**src/rtl/xlat_pkg.sv**
```systemverilog
package xlat_pkg;

  typedef enum logic [1:0] {
    CAUSE_NONE    = 2'd0,
    CAUSE_LD_MISS = 2'd1,
    CAUSE_ST_MISS = 2'd2,
    CAUSE_WR_PROT = 2'd3
  } trapCause_t;

  // strobes from control to the slot array
  typedef struct packed {
    logic clearAll;
    logic clearOne;
    logic writeEn;
    logic writeWr;
  } slotCmd_t;

endpackage

```
**src/rtl/xlat_slots.sv**
```systemverilog
module xlat_slots
  import xlat_pkg::*;
#(
  parameter int ENTRIES = 8,
  parameter int VPN_W   = 20,
  parameter int PFN_W   = 20,
  localparam int IDX_W  = (ENTRIES > 1) ? $clog2(ENTRIES) : 1
) (
  input  logic               clk,
  input  logic               rstN,
  input  slotCmd_t           cmd,
  input  logic [IDX_W-1:0]   writeIdx,
  input  logic [VPN_W-1:0]   lkVpn,
  input  logic [VPN_W-1:0]   flVpn,
  input  logic [PFN_W-1:0]   flPfn,
  input  logic [VPN_W-1:0]   ivVpn,
  output logic [ENTRIES-1:0] flMatch,
  output logic               lkHit,
  output logic               lkWritable,
  output logic [PFN_W-1:0]   lkPfn
);

  logic [ENTRIES-1:0] validQ;
  logic [ENTRIES-1:0] writableQ;
  logic [VPN_W-1:0]   vpnQ [ENTRIES];
  logic [PFN_W-1:0]   pfnQ [ENTRIES];

  logic [ENTRIES-1:0] lkMatch;
  logic [ENTRIES-1:0] ivMatch;

  // parallel tag compare, one comparator set per slot
  for (genvar g = 0; g < ENTRIES; g++) begin : gCmp
    assign lkMatch[g] = validQ[g] && (vpnQ[g] == lkVpn);
    assign flMatch[g] = validQ[g] && (vpnQ[g] == flVpn);
    assign ivMatch[g] = validQ[g] && (vpnQ[g] == ivVpn);
  end

  always_comb begin
    lkPfn      = '0;
    lkWritable = 1'b0;
    for (int i = 0; i < ENTRIES; i++) begin
      if (lkMatch[i]) begin
        lkPfn      = lkPfn | pfnQ[i];
        lkWritable = lkWritable | writableQ[i];
      end
    end
  end

  assign lkHit = |lkMatch;

  always_ff @(posedge clk or negedge rstN) begin
    if (!rstN) begin
      validQ    <= '0;
      writableQ <= '0;
      for (int i = 0; i < ENTRIES; i++) begin
        vpnQ[i] <= '0;
        pfnQ[i] <= '0;
      end
    end else if (cmd.clearAll) begin
      validQ <= '0;
    end else if (cmd.clearOne) begin
      validQ <= validQ & ~ivMatch;
    end else if (cmd.writeEn) begin
      for (int i = 0; i < ENTRIES; i++) begin
        if (writeIdx == IDX_W'(i)) begin
          validQ[i]    <= 1'b1;
          writableQ[i] <= cmd.writeWr;
          vpnQ[i]      <= flVpn;
          pfnQ[i]      <= flPfn;
        end
      end
    end
  end

  // fills rewrite a matching slot, so a lookup never sees two copies
  a_r7_single_match: assert property (@(posedge clk) disable iff (!rstN)
    $onehot0(lkMatch));

  // a flush leaves nothing valid
  a_r10_flush_empties: assert property (@(posedge clk) disable iff (!rstN)
    cmd.clearAll |=> (validQ == '0));

  // an invalidate never adds a valid slot
  a_r9_inv_shrinks: assert property (@(posedge clk) disable iff (!rstN)
    cmd.clearOne |=> ($countones(validQ) <= $countones($past(validQ))));

endmodule

```
**src/rtl/xlat_ctrl.sv**
```systemverilog
module xlat_ctrl
  import xlat_pkg::*;
#(
  parameter int ENTRIES = 8,
  parameter int PFN_W   = 20,
  parameter int OFF_W   = 12,
  localparam int IDX_W  = (ENTRIES > 1) ? $clog2(ENTRIES) : 1,
  localparam int PA_W   = PFN_W + OFF_W
) (
  input  logic               clk,
  input  logic               rstN,
  input  logic               reqValid,
  input  logic               reqStore,
  input  logic [OFF_W-1:0]   reqOff,
  input  logic               fillValid,
  input  logic               fillWritable,
  input  logic               invValid,
  input  logic               flushAll,
  input  logic [ENTRIES-1:0] flMatch,
  input  logic               lkHit,
  input  logic               lkWritable,
  input  logic [PFN_W-1:0]   lkPfn,
  output slotCmd_t           cmd,
  output logic [IDX_W-1:0]   writeIdx,
  output logic               rspValid,
  output logic               rspHit,
  output logic [PA_W-1:0]    rspPaddr,
  output logic               rspTrap,
  output logic [1:0]         rspCause
);

  logic [IDX_W-1:0] rrPtr;
  logic [IDX_W-1:0] fillSlot;
  logic             flHitAny;
  trapCause_t       causeNext;
  trapCause_t       causeQ;

  // update priority: flush, then invalidate, then fill
  always_comb begin
    cmd.clearAll = flushAll;
    cmd.clearOne = invValid && !flushAll;
    cmd.writeEn  = fillValid && !flushAll && !invValid;
    cmd.writeWr  = fillWritable;
  end

  always_comb begin
    fillSlot = '0;
    for (int i = 0; i < ENTRIES; i++) begin
      if (flMatch[i]) fillSlot = IDX_W'(i);
    end
  end

  assign flHitAny = |flMatch;
  assign writeIdx = flHitAny ? fillSlot : rrPtr;

  always_ff @(posedge clk or negedge rstN) begin
    if (!rstN) begin
      rrPtr <= '0;
    end else if (cmd.writeEn && !flHitAny) begin
      if (rrPtr == IDX_W'(ENTRIES - 1)) rrPtr <= '0;
      else                              rrPtr <= rrPtr + 1'b1;
    end
  end

  always_comb begin
    if (!lkHit)                     causeNext = reqStore ? CAUSE_ST_MISS : CAUSE_LD_MISS;
    else if (reqStore && !lkWritable) causeNext = CAUSE_WR_PROT;
    else                            causeNext = CAUSE_NONE;
  end

  always_ff @(posedge clk or negedge rstN) begin
    if (!rstN) begin
      rspValid <= 1'b0;
      rspHit   <= 1'b0;
      rspTrap  <= 1'b0;
      rspPaddr <= '0;
      causeQ   <= CAUSE_NONE;
    end else begin
      rspValid <= reqValid;
      if (reqValid) begin
        causeQ   <= causeNext;
        rspTrap  <= (causeNext != CAUSE_NONE);
        rspHit   <= (causeNext == CAUSE_NONE);
        rspPaddr <= (causeNext == CAUSE_NONE) ? {lkPfn, reqOff} : '0;
      end else begin
        causeQ   <= CAUSE_NONE;
        rspTrap  <= 1'b0;
        rspHit   <= 1'b0;
        rspPaddr <= '0;
      end
    end
  end

  assign rspCause = causeQ;

  // one response per request, one clock later
  a_r2_rsp_follows_req: assert property (@(posedge clk) disable iff (!rstN)
    reqValid |=> rspValid);
  a_r2_no_spurious_rsp: assert property (@(posedge clk) disable iff (!rstN)
    !reqValid |=> !rspValid);

  // write-protect only ever answers a store
  a_r5_wprot_from_store: assert property (@(posedge clk) disable iff (!rstN)
    (rspValid && rspCause == 2'd3) |-> $past(reqStore));

  // a miss on a load reports the load-miss code
  a_r3_ld_miss_code: assert property (@(posedge clk) disable iff (!rstN)
    (reqValid && !reqStore && !lkHit) |=> (rspTrap && rspCause == 2'd1));

  // the pointer moves on every fill of a new page number
  a_r8_rr_moves: assert property (@(posedge clk) disable iff (!rstN)
    (cmd.writeEn && !flHitAny) |=> (rrPtr != $past(rrPtr)));

endmodule

```
**src/rtl/xlat_buf.sv**
```systemverilog
module xlat_buf
  import xlat_pkg::*;
#(
  parameter int ENTRIES = 8,
  parameter int VPN_W   = 20,
  parameter int PFN_W   = 20,
  parameter int OFF_W   = 12,
  localparam int IDX_W  = (ENTRIES > 1) ? $clog2(ENTRIES) : 1,
  localparam int VA_W   = VPN_W + OFF_W,
  localparam int PA_W   = PFN_W + OFF_W
) (
  input  logic             clk,
  input  logic             rstN,
  input  logic             reqValid,
  input  logic             reqStore,
  input  logic [VA_W-1:0]  reqVaddr,
  input  logic             fillValid,
  input  logic [VPN_W-1:0] fillVpn,
  input  logic [PFN_W-1:0] fillPfn,
  input  logic             fillWritable,
  input  logic             invValid,
  input  logic [VPN_W-1:0] invVpn,
  input  logic             flushAll,
  output logic             rspValid,
  output logic             rspHit,
  output logic [PA_W-1:0]  rspPaddr,
  output logic             rspTrap,
  output logic [1:0]       rspCause
);

  slotCmd_t           cmd;
  logic [IDX_W-1:0]   writeIdx;
  logic [ENTRIES-1:0] flMatch;
  logic               lkHit;
  logic               lkWritable;
  logic [PFN_W-1:0]   lkPfn;

  xlat_slots #(
    .ENTRIES(ENTRIES), .VPN_W(VPN_W), .PFN_W(PFN_W)
  ) u_slots (
    .clk       (clk),
    .rstN      (rstN),
    .cmd       (cmd),
    .writeIdx  (writeIdx),
    .lkVpn     (reqVaddr[OFF_W +: VPN_W]),
    .flVpn     (fillVpn),
    .flPfn     (fillPfn),
    .ivVpn     (invVpn),
    .flMatch   (flMatch),
    .lkHit     (lkHit),
    .lkWritable(lkWritable),
    .lkPfn     (lkPfn)
  );

  xlat_ctrl #(
    .ENTRIES(ENTRIES), .PFN_W(PFN_W), .OFF_W(OFF_W)
  ) u_ctrl (
    .clk         (clk),
    .rstN        (rstN),
    .reqValid    (reqValid),
    .reqStore    (reqStore),
    .reqOff      (reqVaddr[OFF_W-1:0]),
    .fillValid   (fillValid),
    .fillWritable(fillWritable),
    .invValid    (invValid),
    .flushAll    (flushAll),
    .flMatch     (flMatch),
    .lkHit       (lkHit),
    .lkWritable  (lkWritable),
    .lkPfn       (lkPfn),
    .cmd         (cmd),
    .writeIdx    (writeIdx),
    .rspValid    (rspValid),
    .rspHit      (rspHit),
    .rspPaddr    (rspPaddr),
    .rspTrap     (rspTrap),
    .rspCause    (rspCause)
  );

endmodule

```
**config.mk**
```make
export PLATFORM = sky130hd
export DESIGN_NAME = xlat_buf
export DESIGN_NICKNAME = d
export VERILOG_FILES = /design/src/rtl/xlat_pkg.sv /design/src/rtl/xlat_slots.sv /design/src/rtl/xlat_ctrl.sv /design/src/rtl/xlat_buf.sv
export SDC_FILE = /design/constraint.sdc
export NUM_CORES = 1
export LEC_CHECK = 0
export ABC_AREA = 1
export BUFFER_PORTS_ARGS = -buffer_cell sky130_fd_sc_hd__buf_4
export CORE_MARGIN = 3
export CORE_UTILIZATION = 40
export DETAILED_ROUTE_END_ITERATION = 16
export GPL_TIMING_DRIVEN = 0
export SETUP_SLACK_MARGIN = 0.05
export SLEW_MARGIN = 25
export SYNTH_ARGS = -nofsm -noshare
export SYNTH_HDL_FRONTEND = slang
export SYNTH_HIERARCHICAL = 1
export SYNTH_SLANG_ARGS = --single-unit
```
**constraint.sdc**
```tcl
create_clock -name clk -period 3 [get_ports clk]
set_input_delay 0.45 -clock clk [delete_from_list [all_inputs] [get_ports clk]]
set_output_delay 0.45 -clock clk [all_outputs]
set_load 0.03 [all_outputs]
```
==> impl_metrics.json, run 1 <==
{
  "dp_worst_setup_slack_ns": -2.42,
  "power.leakage_nw": 12.8,
  "ios": 137,
  "worstSetupPathType": "in2reg",
  "hold_start": "reqVaddr[0]",
  "rsz0062_at_grt": "true",
  "cpMaxStageDelayCell": "nor3b_4",
  "detail_route.wl_per_cell_um": 28.8,
  "port-buffer-count": 85,
  "critPathRequiredTime_ns": 3.46,
  "critPathMaxStageDelay_ns": 0.33,
  "cts_tree": "yes",
  "status": "finished, violations left",
  "final_util_pct": 50.5,
  "drv_cap": 0,
  "setup_tns_ns": -8.03,
  "setup_slack_ns": -0.111,
  "worstMarginPinSlew_ns": 1.23,
  "synthCells": 3016,
  "final_common_cell": "nand2_1",
  "grt-ovfl-total": 0,
  "antenna_left": 0,
  "drt_wl_total_mm": 116,
  "drt_iter0_drc": 3499,
  "fin_crit_sh_pct": 104,
  "start_util_pct": 40.8,
  "synth_edf_count": 0,
  "ir_drop_uv": 441,
  "synth_top_flop_cell": "dfrtp_1",
  "slew_headroom_pct": 18.3,
  "die_area_um2": 58300,
  "synth_nets": 3118,
  "cts_buffers": 43,
  "placed_area_um2": 23900,
  "clockRootBuffer": "clkbuf_16",
  "gp_congestion": 1.11,
  "grt_pass1_vias": 22200,
  "violations": "negative setup slack",
  "final_cell_mix": "nand2_1 (870), dfrtp_1 (342), o21ai_0 (301)",
  "fp-row-count": 85,
  "fin_skew_ns": 0.0391,
  "reg2reg_depth": 19,
  "viasPerCell": 6.07,
  "cts_buffer_depth": 3,
  "hold_slack_ns": 0.0860,
  "synth-async-reset-ratio_pct": 100,
  "drt-pass1-iter-count": 7,
  "start_kind": "primary input",
  "fmax_ghz": 0.321,
  "ys_types": 40,
  "worstSetupEndpointType": "register",
  "syn_area_um2": 22200,
  "drv_slew": 0,
  "grt_antenna_before_repair": 7,
  "drive_gt1_share_pct": 19.9,
  "grtUsageTotal_pct": 38.8,
  "htreeDepth": 2,
  "die_y_um": 241,
  "clock_latency_ns": 0.61,
  "die_x_um": 241,
  "synth_warnings": 6,
  "min_period_ns": 3.11,
  "core_um2": 54300,
  "synth-seq-cells": 376,
  "reg2reg_to": "u_slots/pfnQ[36]$_DFFE_PN0P_",
  "final_nets": 3348,
  "crit_chain": "buf_6, clkinvlp_4, clkbuf_8, o22ai_1, nor2_1, nand3_1, nor2_4, nor2_4, nand2_2, nor2_4, nand2_2, nand3_4, inv_4, nor3_4, nor3b_4, nand2_4, buf_12, buf_12, nand2_2, o21ai_2",
  "grt_max_degree": 95,
  "seq_area_frac_synth_pct": 42.5,
  "power_density_nw_per_um2": 683,
  "min_path_type": "in2reg",
  "area_growth_syn_to_layout_pct": 23.9,
  "hold_end": "u_ctrl/rspPaddr[0]$_DFF_PN0_",
  "finalSetupViolCount": 166,
  "avgSynthCellArea_um2": 7.35,
  "hpwlAfterDp_mm": 82.2,
  "reg2reg_slack_ns": -0.10,
  "final_area_um2": 27500,
  "grt_pass1_wl_mm": 160,
  "cp_max_fo": 10,
  "via_count": 24400,
  "hold_depth": 3,
  "hold_viol_final": 0,
  "crit_arrival_ns": 3.57,
  "clkTransAtPathRegs_ns": 0.06,
  "cts_sinks": 376,
  "drcViolationCount": 0,
  "rr_startpoint": "u_slots/vpnQ[1]$_DFFE_PN0P_"
}
## how the worst max path moves through the flow
stage,startpoint,endpoint,cells after the start
final,fillVpn[0],u_slots/pfnQ[36]$_DFFE_PN0P_,20
after global routing,u_slots/vpnQ[82]$_DFFE_PN0P_,u_slots/pfnQ[111]$_DFFE_PN0P_,17
after CTS,u_slots/vpnQ[98]$_DFFE_PN0P_,u_slots/vpnQ[7]$_DFFE_PN0P_,19
after detailed placement,fillVpn[13],u_slots/pfnQ[71]$_DFFE_PN0P_,17
after global placement,fillVpn[14],u_slots/pfnQ[71]$_DFFE_PN0P_,17
after floorplan,fillVpn[4],u_slots/vpnQ[142]$_DFFE_PN0P_,17
## power breakdown
part,total [mW],internal [mW],switching [mW]
Clock,5.57,3.26,2.30
Combinational,5.20,2.06,3.14
Sequential,7.97,6.34,1.64
## state kept, by name, indices dropped and copies added, names as in the netlist
| signal | flops |
|---|---|
| u_slots/pfnQ | 160 |
| u_ctrl/rspCause | 2 |
| u_ctrl/rspPaddr | 32 |
| u_ctrl/rspHit | 1 |
| u_ctrl/rrPtr | 3 |
| u_slots/validQ | 8 |
| u_ctrl/rspTrap | 1 |
| u_slots/writableQ | 8 |
| u_slots/vpnQ | 160 |
| u_ctrl/rspValid | 1 |
## worst max-delay path, delay by kind of cell
family	cells	cell delay (ns)
buf+inv	6	1.10
simple gates	12	1.74
compound gates	2	0.22
## area by class of cell
class / count / area, um2
Antenna cell: 2 / 5.00
Buffer: 191 / 1580
Clock buffer: 63 / 1250
Clock inverter: 16 / 221
Fill cell: 5362 / 26900
Inverter: 276 / 1110
Multi-Input combinational cell: 2175 / 11300
Sequential cell: 376 / 9450
Tap cell: 739 / 925
Timing Repair Buffer: 183 / 1660
## synth_stat cells, types with 3 or more instances
master     count  share of area [%]
a21oi_1       29               0.66
a221oi_1      23               0.91
buf_2         66                1.5
buf_4         14               0.47
buf_6         11               0.56
clkbuf_1      96                1.6
clkbuf_2       5               0.11
clkinv_1       8               0.14
dfrtp_1      376                 42
inv_1        261                4.4
inv_2          7               0.12
nand2_1      903                 15
nand2_2        3              0.085
nand3_1       65                1.5
nand3_2        5               0.23
nand4_1      198                5.6
nor2_1       247                4.2
nor2_2         4               0.11
nor4_1        14               0.40
o2111ai_1      8               0.32
o211ai_1       9               0.30
o21ai_0      339                7.7
o21ai_1       20               0.45
o21ai_2       41                1.6
o22ai_1      103                2.9
or2_2          4               0.11
xnor2_1       94                3.7
xor2_1        46                1.8
## layer usage
layer,GRT usage (%),part of all wire [%],up-vias
li1,-,-,10400
met1,51.9,39,11800
met2,55.4,41,1707
met3,13.1,14,431
met4,20.7,6.7,4
met5,0,0.020,-
## logic make-up (layout without fill, tap and decap cells)
logic type | count (synthesis) | after routing | share of synthesized area (%)
flip-flops | 376 | 376 | 42.5
buffers and inverters | 468 | 729 | 8.94
XOR/XNOR | 140 | 140 | 5.53
adder cells (fa/ha/maj) | 2 | 2 | 0.113
other | 0 | 2 | 0
AND/OR/NAND/NOR | 1454 | 1457 | 28.0
AO/OA/AOI/OAI | 576 | 576 | 15.0
## through the flow
step,instances,power (mW)
after global routing,4019,19.6
after detailed placement,3844,12.3
after floorplan,3016,10.5
final,4021,18.7
after global placement,3840,12.2
after CTS,3987,18.3
## repair_timing
item,CTS,global route
hold buffers,2,0
setup endpoints to repair,369,366
endpoints found under the hold margin,40,0
gates resized for setup,272,217
pin swaps,21,13
cloned,6,2
buffers inserted,57,30
Power figures use the tool's default switching activity.
==> run 2, diff against run 1 <==
Settings changed: BUFFER_PORTS_ARGS -buffer_cell sky130_fd_sc_hd__buf_4 to not set, DONT_BUFFER_PORTS set to 1.
==> impl_metrics.json, run 2 (synthesis gave the netlist of run 1 again) <==
{
  "grt_pass1_wl_mm": 171,
  "worstMarginPinSlew_ns": 1.16,
  "hpwlAfterDp_mm": 85.9,
  "drt_iter0_drc": 3907,
  "postCtsHoldBufs": 14,
  "sequentialPowerShare_pct": 42.1,
  "setup_slack_ns": -0.205,
  "switchingPower_mw": 7.36,
  "violations": "negative hold slack, negative setup slack",
  "crit_chain": "buf_4, inv_1, nand2_1, nand2_1, nand3_1, nor2_2, buf_2, nand3_1, nand2_1, nor2_1, nand2_1, inv_1, a21oi_2, nand2_2, buf_6, nor2_1",
  "final_nets": 3274,
  "drt_wl_total_mm": 127,
  "grt_pass1_vias": 22700,
  "hold_slack_ns": -0.435,
  "top_regs": "u_slots/pfnQ x160, u_slots/vpnQ x160, u_ctrl/rspPaddr x32",
  "detail_route.wl_per_cell_um": 32.0,
  "drcViolationCount": 0,
  "cp_max_fo": 10,
  "clockRootBuffer": "clkbuf_16",
  "fin_skew_ns": 0.0309,
  "critPathMostFrequentCell": "nand2_1",
  "drt-pass1-iter-count": 6,
  "dp_worst_setup_slack_ns": -3.01,
  "grtUsageTotal_pct": 42.2,
  "p_int_mw": 11.8,
  "core_um2": 54300,
  "clkPwrFrac_pct": 30.0,
  "via_count": 24500,
  "final_common_cell": "nand2_1",
  "drive_gt1_share_pct": 18.7,
  "final_cell_mix": "nand2_1 (857), dfrtp_1 (344), o21ai_0 (239)",
  "cpMaxStageDelayCell": "inv_1",
  "cp_top_family": "buffers and inverters",
  "viasPerCell": 6.20,
  "clock_latency_ns": 0.61,
  "finalSetupViolCount": 322,
  "grt-ovfl-total": 0,
  "cts_tree": "yes",
  "start_kind": "primary input",
  "cts_sinks": 376,
  "critPathRequiredTime_ns": 3.52,
  "die_area_um2": 58300,
  "ir_drop_uv": 489,
  "drv_cap": 0,
  "gp_congestion": 1.08,
  "drv_slew": 0,
  "die_y_um": 241,
  "power_density_nw_per_um2": 704,
  "ios": 137,
  "min_path_type": "in2async",
  "area_growth_syn_to_layout_pct": 23.1,
  "critPathMaxStageDelay_ns": 0.73,
  "min_period_ns": 3.21,
  "antenna_left": 0,
  "grt_antenna_before_repair": 10,
  "p_sw_share_pct": 38.4,
  "port-buffer-count": 0,
  "power.leakage_nw": 12.6,
  "grt_max_degree": 377,
  "htreeDepth": 2,
  "critPathBufInv": 5,
  "total_power_mw": 19.2,
  "fin_crit_sh_pct": 107,
  "hold_viol_final": 376,
  "slew_headroom_pct": 22.7,
  "combPwrFrac_pct": 27.9,
  "rsz0062_at_grt": "true",
  "fp-row-count": 85,
  "cts_buffer_depth": 3,
  "fmax_ghz": 0.312,
  "num-fill-cells": 5385,
  "worstSetupEndpointType": "register",
  "crit_arrival_ns": 3.72,
  "worstSetupPathType": "in2reg",
  "status": "finished, violations left",
  "die_x_um": 241,
  "start_util_pct": 40.8,
  "rr_startpoint": "u_slots/vpnQ[95]$_DFFE_PN0P_",
  "worstSetupStartpoint": "reqVaddr[29]",
  "clkTransAtPathRegs_ns": 0.06,
  "cts_buffers": 44
}
## run 2: power by group through the flow
stage | clock [mW] | sequential, mW | combinational, mW
2_1_floorplan | 0 | 7.32 | 3.14
3_3_place_gp | 0 | 7.98 | 4.23
3_5_place_dp | 0 | 7.99 | 4.32
4_1_cts | 5.81 | 7.91 | 4.91
5_1_grt | 6.02 | 8.13 | 5.81
6_report | 5.75 | 8.07 | 5.36
## run 2: final cells by class
cell class / count / area [um2] / area share, %
antenna: 4 / 10.0 / 0.0367
buffer: 192 / 1670 / 6.12
clock buffer: 59 / 1260 / 4.62
clock inverter: 23 / 274 / 1.00
inverter: 276 / 1100 / 4.02
multi-input combinational: 2177 / 11400 / 42.0
sequential: 376 / 9450 / 34.7
tap: 739 / 925 / 3.39
timing repair buffer: 105 / 1150 / 4.21
## run 2: path summary, 6_finish.rpt
kind / end / slack, ns / depth (start not counted)
hold reg to reg: u_slots/pfnQ[38]$_DFFE_PN0P_ / 0.48 / 2
setup / recovery: u_ctrl/rspPaddr[27]$_DFF_PN0_ / -0.21 / 16
max in group asynchronous: u_slots/vpnQ[134]$_DFFE_PN0P_ / 2.65 / 0
hold / removal: u_ctrl/rspPaddr[2]$_DFF_PN0_ / -0.43 / 0
min in group clk: u_ctrl/rspCause[1]$_DFF_PN0_ / 0.03 / 2
setup reg to reg: u_slots/pfnQ[24]$_DFFE_PN0P_ / -0.17 / 14
## run 2: per-layer routing
metal | global-route usage (%) | vias to the layer above | wire, um
li1 | - | 10300 | -
met1 | 57.1 | 12000 | 49300
met2 | 59.8 | 1749 | 51600
met3 | 12.8 | 451 | 16200
met4 | 24.5 | 4 | 9280
met5 | 0.573 | - | 58
## run 2: stage by stage
| step | hold WS (ns) | instance area (um2) | cells | setup TNS [ns] | util [%] |
|---|---|---|---|---|---|
| after global placement | 0.162 | 23100 | 3755 | -878.78 | 42.5 |
| after CTS | -0.464 | 26500 | 3923 | -0.151 | 48.7 |
| after global routing | -0.454 | 27300 | 3948 | -49.83 | 50.2 |
| final | -0.435 | 27300 | 3951 | -32.73 | 50.2 |
| after floorplan | 0.154 | 22200 | 3016 | 0 | - |
| after detailed placement | 0.161 | 23100 | 3755 | -868.89 | 42.5 |
## run 2: timing repair
| action | 4_1_cts | 5_1_grt |
|---|---|---|
| hold endpoints to repair | 391 | 376 |
| setup buffers | 63 | 12 |
| gates resized for setup | 367 | 201 |
| endpoints found under the setup margin | 372 | 368 |
| pin swaps | 24 | 7 |
| gates cloned | 9 | 12 |
